### src/rtl/xcvr_pkg.sv
package xcvr_pkg;
   typedef enum logic {
      SRC_LIVE   = 1'b0,
      SRC_STORED = 1'b1
   } src_sel_e;
endpackage

### src/rtl/xcvr_capture.sv
// Strobe-edge capture register: loads din when the strobe rises.
module xcvr_capture #(
   parameter int unsigned W = 8
) (
   input  logic         clk,
   input  logic         rst_n,
   input  logic         strobe,
   input  logic [W-1:0] din,
   output logic [W-1:0] q
);
   logic strobe_q;

   always_ff @(posedge clk) begin
      if (!rst_n) begin
         strobe_q <= 1'b0;
         q        <= '0;
      end else begin
         strobe_q <= strobe;
         if (strobe && !strobe_q) q <= din;
      end
   end
endmodule

### src/rtl/xcvr_route.sv
// Combinational source selection and bus resolution for one slice.
module xcvr_route
   import xcvr_pkg::*;
#(
   parameter int unsigned W = 8
) (
   input  logic         oe_b,
   input  logic         oe_a_n,
   input  logic         sel_b,
   input  logic         sel_a,
   input  logic         a_vld,
   input  logic         b_vld,
   input  logic [W-1:0] a_ext,
   input  logic [W-1:0] b_ext,
   input  logic [W-1:0] reg_a,
   input  logic [W-1:0] reg_b,
   input  logic [W-1:0] hold_a,
   input  logic [W-1:0] hold_b,
   output logic [W-1:0] a_bus,
   output logic [W-1:0] b_bus,
   output logic         a_en,
   output logic         b_en,
   output logic         a_clash,
   output logic         b_clash
);
   logic [W-1:0] src_a, src_b, shared, int_a, int_b;
   logic         ring;

   always_comb begin
      a_en   = ~oe_a_n;
      b_en   = oe_b;
      // level seen on each port without this block's own drive
      src_a  = a_vld ? a_ext : hold_a;
      src_b  = b_vld ? b_ext : hold_b;
      // both directions live and enabled: one reinforced net
      ring   = a_en && b_en && (sel_b == SRC_LIVE) && (sel_a == SRC_LIVE);
      shared = a_vld ? a_ext : (b_vld ? b_ext : hold_a);
      int_b  = (sel_b == SRC_STORED) ? reg_a : (ring ? shared : src_a);
      int_a  = (sel_a == SRC_STORED) ? reg_b : (ring ? shared : src_b);
      a_bus  = a_en ? int_a : src_a;
      b_bus  = b_en ? int_b : src_b;
      a_clash = a_en && a_vld;
      b_clash = b_en && b_vld;
   end
endmodule

### src/rtl/xcvr_half.sv
// One independently controlled slice: two capture registers, keepers, router.
module xcvr_half #(
   parameter int unsigned W       = 8,
   parameter bit          HOLD_EN = 1'b1
) (
   input  logic         clk,
   input  logic         rst_n,
   input  logic         oe_b,
   input  logic         oe_a_n,
   input  logic         cap_a,
   input  logic         cap_b,
   input  logic         sel_b,
   input  logic         sel_a,
   input  logic [W-1:0] a_ext,
   input  logic         a_vld,
   input  logic [W-1:0] b_ext,
   input  logic         b_vld,
   output logic [W-1:0] a_bus,
   output logic [W-1:0] b_bus,
   output logic         a_en,
   output logic         b_en,
   output logic         a_clash,
   output logic         b_clash
);
   logic [W-1:0] q_a, q_b, hold_a, hold_b;

   xcvr_capture #(.W(W)) u_cap_a (
      .clk(clk), .rst_n(rst_n), .strobe(cap_a), .din(a_bus), .q(q_a));
   xcvr_capture #(.W(W)) u_cap_b (
      .clk(clk), .rst_n(rst_n), .strobe(cap_b), .din(b_bus), .q(q_b));

   generate
      if (HOLD_EN) begin : g_keep
         always_ff @(posedge clk) begin
            if (!rst_n) begin
               hold_a <= '0;
               hold_b <= '0;
            end else begin
               hold_a <= a_bus;
               hold_b <= b_bus;
            end
         end
      end else begin : g_nokeep
         assign hold_a = '0;
         assign hold_b = '0;
      end
   endgenerate

   xcvr_route #(.W(W)) u_route (
      .oe_b(oe_b), .oe_a_n(oe_a_n), .sel_b(sel_b), .sel_a(sel_a),
      .a_vld(a_vld), .b_vld(b_vld), .a_ext(a_ext), .b_ext(b_ext),
      .reg_a(q_a), .reg_b(q_b), .hold_a(hold_a), .hold_b(hold_b),
      .a_bus(a_bus), .b_bus(b_bus), .a_en(a_en), .b_en(b_en),
      .a_clash(a_clash), .b_clash(b_clash));
endmodule

### src/rtl/regxcvr_dual.sv
// Multi-slice registered two-way transceiver.
module regxcvr_dual #(
   parameter int unsigned SLICE_W    = 8,
   parameter int unsigned NUM_HALVES = 2,
   parameter bit          HOLD_EN    = 1'b1,
   localparam int unsigned TOT_W     = SLICE_W * NUM_HALVES
) (
   input  logic                  clk,
   input  logic                  rst_n,
   input  logic [NUM_HALVES-1:0] oe_to_b,
   input  logic [NUM_HALVES-1:0] oe_to_a_n,
   input  logic [NUM_HALVES-1:0] cap_a,
   input  logic [NUM_HALVES-1:0] cap_b,
   input  logic [NUM_HALVES-1:0] sel_to_b,
   input  logic [NUM_HALVES-1:0] sel_to_a,
   input  logic [TOT_W-1:0]      a_in,
   input  logic [NUM_HALVES-1:0] a_in_vld,
   input  logic [TOT_W-1:0]      b_in,
   input  logic [NUM_HALVES-1:0] b_in_vld,
   output logic [TOT_W-1:0]      a_bus,
   output logic [TOT_W-1:0]      b_bus,
   output logic [NUM_HALVES-1:0] a_drive_en,
   output logic [NUM_HALVES-1:0] b_drive_en,
   output logic [NUM_HALVES-1:0] a_clash,
   output logic [NUM_HALVES-1:0] b_clash
);
   generate
      if (SLICE_W < 1) begin : g_bad_width
         $error("regxcvr_dual: SLICE_W must be at least 1");
      end
      if (NUM_HALVES < 1) begin : g_bad_count
         $error("regxcvr_dual: NUM_HALVES must be at least 1");
      end

      for (genvar h = 0; h < NUM_HALVES; h++) begin : g_slice
         xcvr_half #(.W(SLICE_W), .HOLD_EN(HOLD_EN)) u_half (
            .clk     (clk),
            .rst_n   (rst_n),
            .oe_b    (oe_to_b[h]),
            .oe_a_n  (oe_to_a_n[h]),
            .cap_a   (cap_a[h]),
            .cap_b   (cap_b[h]),
            .sel_b   (sel_to_b[h]),
            .sel_a   (sel_to_a[h]),
            .a_ext   (a_in[h*SLICE_W +: SLICE_W]),
            .a_vld   (a_in_vld[h]),
            .b_ext   (b_in[h*SLICE_W +: SLICE_W]),
            .b_vld   (b_in_vld[h]),
            .a_bus   (a_bus[h*SLICE_W +: SLICE_W]),
            .b_bus   (b_bus[h*SLICE_W +: SLICE_W]),
            .a_en    (a_drive_en[h]),
            .b_en    (b_drive_en[h]),
            .a_clash (a_clash[h]),
            .b_clash (b_clash[h]));
      end
   endgenerate
endmodule

### config.mk
export PLATFORM = sky130hd
export DESIGN_NAME = regxcvr_dual
export DESIGN_NICKNAME = d
export VERILOG_FILES = /design/src/rtl/xcvr_pkg.sv /design/src/rtl/xcvr_capture.sv /design/src/rtl/xcvr_route.sv /design/src/rtl/xcvr_half.sv /design/src/rtl/regxcvr_dual.sv
export SDC_FILE = /design/constraint.sdc
export NUM_CORES = 1
export LEC_CHECK = 0
export ABC_CLOCK_PERIOD_IN_PS = 1700
export BUFFER_PORTS_ARGS = -buffer_cell sky130_fd_sc_hd__buf_2
export CAP_MARGIN = 25
export CELL_PAD_IN_SITES_DETAIL_PLACEMENT = 1
export CELL_PAD_IN_SITES_GLOBAL_PLACEMENT = 1
export CORE_ASPECT_RATIO = 2
export CORE_MARGIN = 5
export CORE_UTILIZATION = 38
export DETAILED_ROUTE_END_ITERATION = 16
export PLACE_DENSITY_LB_ADDON = 0.1
export SYNTH_ARGS = -nofsm -noshare
export SYNTH_HDL_FRONTEND = slang
export SYNTH_HIERARCHICAL = 1
export SYNTH_SLANG_ARGS = --single-unit
### constraint.sdc
create_clock -name clk -period 1.7 [get_ports clk]
set_input_delay 0.425 -clock clk [delete_from_list [all_inputs] [get_ports clk]]
set_output_delay 0.425 -clock clk [all_outputs]
set_load 0.01 [all_outputs]
==> out/metrics.yaml <==
status: "finished with violations"
violations: "negative setup slack"
cts.sinks: 68
rrSetupSlack_ns: 0.07
dp_hpwl_um: 9940
cts_buffers: 9
layout_common_cells: "buf_4 (102), buf_2 (70), dfxtp_1 (68), nand2_1 (54), mux2i_1 (44)"
grt.total_usage: 0.222
layout.nets: 655
fin_ws_ns: -0.383
n_antenna_cell: 0
drive_gt1_frac: 0.574
clkPwrFrac: 0.379
r2r_cells: 8
synthAdderAreaFrac: 0
p_total_mw: 5.07
maxSlewHeadroom: 0.635
drc: 0
cp-start-kind: "input port"
leakage_nw: 2.86
whs_path_depth: 2
timing.rr.end: "g_slice[0].u_half/hold_a[4]$_SDFF_PN0_"
clockBufferDepth: 2
syn_to_final_growth_pct: 52.8
pwr-share-comb: 0.277
synth_top_family_by_area: "simple AND/OR/NAND/NOR gates"
hold_ws_ns: 0.324
drt_iter0_markers: 95
cp_slowest_cell: "mux2_4"
ios: 90
crit_path_max_fanout: 5
seq_area_frac_synth: 0.333
r2r-start: "g_slice[0].u_half/hold_a[4]$_SDFF_PN0_"
setup_viol: 34
synthCells: 420
end_kind: "primary output"
ant_nets: 0
max_stage_delay_ns: 0.28
syn_nets: 470
worstPathRequired_ns: 1.27
place.gp.congestion: 0.784
power_density_nw_per_um2: 811
p_int_mw: 3.68
seqPwrFrac: 0.344
slew_violations: 0
switching_power_mw: 1.39
min_to: "g_slice[0].u_half/u_cap_a/strobe_q$_SDFF_PN0_"
synth-seq-cells: 68
avgSynthCellArea_um2: 9.74
min_from: "cap_a[0]"
post-route-util: 0.593
htreeDepth: 3
port_buffers: 89
cp.arrival_ns: 1.66
grt_overflow_total: 0
via_count: 3945
clk_pin_slew_ns: 0.06
critPathMostFrequentCell: "buf_12"
hold_viol_final: 0
clock_skew_ns: 0.00689
grt_antenna_before_repair: 0
ys.warnings.count: 6
drt-pass1-iter-count: 4
wl_um: 14400
hold_buffers: 0
maxCapViolCount: 0
die_width_um: 83.4
place_ws_ns: -0.567
core-area_um2: 10500
synth_cell_types: 24
avgViaCountPerCell: 5.28
hold_class: "in2reg"
cts_tree: "done"
cts_root_buf: "clkbuf_16"
grt_first_pass_wirelength_um: 22700
grt_max_degree: 101
synthSimpleGateAreaFrac: 0.230
synthesis.area_um2: 4090
path_class: "in2out"
tightest_slew_ns: 0.545
netSwitchingFraction: 0.274
layout_min_cycle_time_ns: 2.08
peakVddDrop_uv: 733
final_common_cell: "buf_4"
design.die.area_um2: 13100
grt_pass1_vias: 4449
min_period_over_period: 1.23
wire_per_inst_um: 19.3
synth_compound_area_frac: 0.146
synth-xor-area-share: 0
path_cells: "buf_12 -> buf_12 -> buf_4 -> mux2_4 -> o211ai_1 -> nand3_1 -> buf_2"
rows: 53
die_y_um: 157
fmax_ghz: 0.480
clkLatencyLatePin_ns: 0.33
synth_mux_area_frac: 0.206
initial_core_util: 0.388
rsz0062_at_grt: "true"
==> synthesized netlist by cell type <==
cell       instances  area share
buf_6             24       0.066
nand3_1           28       0.034
nor2b_4            4       0.013
nor4b_4            2       0.012
nand2b_1          16       0.024
inv_1              2      0.0018
o211ai_2          16       0.049
nor2b_1            6      0.0092
buf_2              4      0.0049
buf_1              4      0.0037
buf_4              2      0.0037
nand2_2            4      0.0061
and2_2            28       0.051
dfxtp_1           68        0.33
mux2i_1           48        0.12
o211ai_1          18       0.033
a2bb2oi_1         14       0.030
or2_1              4      0.0061
a32oi_1            2      0.0043
nand2_1           60       0.055
clkbuf_1           6      0.0055
mux2_2            32       0.088
and2_1            12       0.018
a22oi_1           16       0.029
==> power groups by stage <==
stage	registers (mW)	clock network, mW	logic [mW]
floorplan	1.76	0	0.684
global placement	1.77	0	1.09
detailed placement	1.77	0	1.12
CTS	1.74	1.96	1.35
global route	1.75	2.05	1.50
finish	1.74	1.92	1.40
==> metrics by stage <==
| stage | instance area (µm²) | TNS (ns) | instances |
|---|---|---|---|
| 6_report | 6250 | -9.54 | 747 |
| 5_1_grt | 6250 | -11.12 | 747 |
| 4_1_cts | 6140 | -9.50 | 743 |
| 3_5_place_dp | 5230 | -25.80 | 691 |
| 3_3_place_gp | 5230 | -23.01 | 691 |
| 2_1_floorplan | 4260 | -1.95 | 420 |
==> metal layers <==
layer / track usage / vias to the layer above / wire length [µm]
met1: 0.212 / 1916 / 4950
met3: 0.0406 / 61 / 508
li1: - / 1853 / -
met4: 0.143 / 0 / 884
met2: 0.427 / 115 / 8110
met5: 0 / - / 0
==> what timing repair did <==
item                                   in CTS  in global routing
endpoints found under the hold margin       0                  0
setup endpoints to repair                  32                 47
gates cloned                                2                  0
pin swaps                                  32                 19
gates resized for setup                    74                 27
setup buffers                              34                 16
==> worst max-delay path by stage <==
stage | startpoint | to | slack (ns) | cells after the start
final | b_in_vld[0] | b_bus[6] | -0.38 | 7
after global routing | b_in_vld[0] | a_bus[6] | -0.42 | 7
after CTS | b_in_vld[0] | a_bus[6] | -0.38 | 7
after detailed placement | oe_to_a_n[1] | a_bus[15] | -0.57 | 5
after global placement | oe_to_a_n[1] | a_bus[15] | -0.56 | 5
after floorplan | b_in_vld[1] | b_bus[14] | -0.1 | 5
==> cell type report <==
cell class	count	area (µm²)
fillers	1187	4300
inverters	2	7.51
repair buffers	214	1700
multi-input cells	310	2700
flip-flops and latches	68	1360
clock inverters	4	47.5
clock buffers	12	256
well taps	137	171
==> cells by family after synthesis <==
group | after synthesis
flops | 68
buf+inv | 42
compound gates | 66
mux | 80
simple gates | 164
==> state kept, by name, summed over array words and instances, names as in the netlist <==
signal	cells
g_slice.u_half/u_cap_b/q	16
g_slice.u_half/hold_a	16
g_slice.u_half/u_cap_b/strobe_q	2
g_slice.u_half/hold_b	16
g_slice.u_half/u_cap_a/q	16
g_slice.u_half/u_cap_a/strobe_q	2
==> critical path, delay by kind of cell <==
| family | cells | cell delay, ns |
|---|---|---|
| AO/OA/AOI/OAI | 1 | 0.25 |
| buffers and inverters | 4 | 0.54 |
| multiplexers | 1 | 0.28 |
| AND/OR/NAND/NOR | 1 | 0.16 |
(Power assumes the default switching activity.)
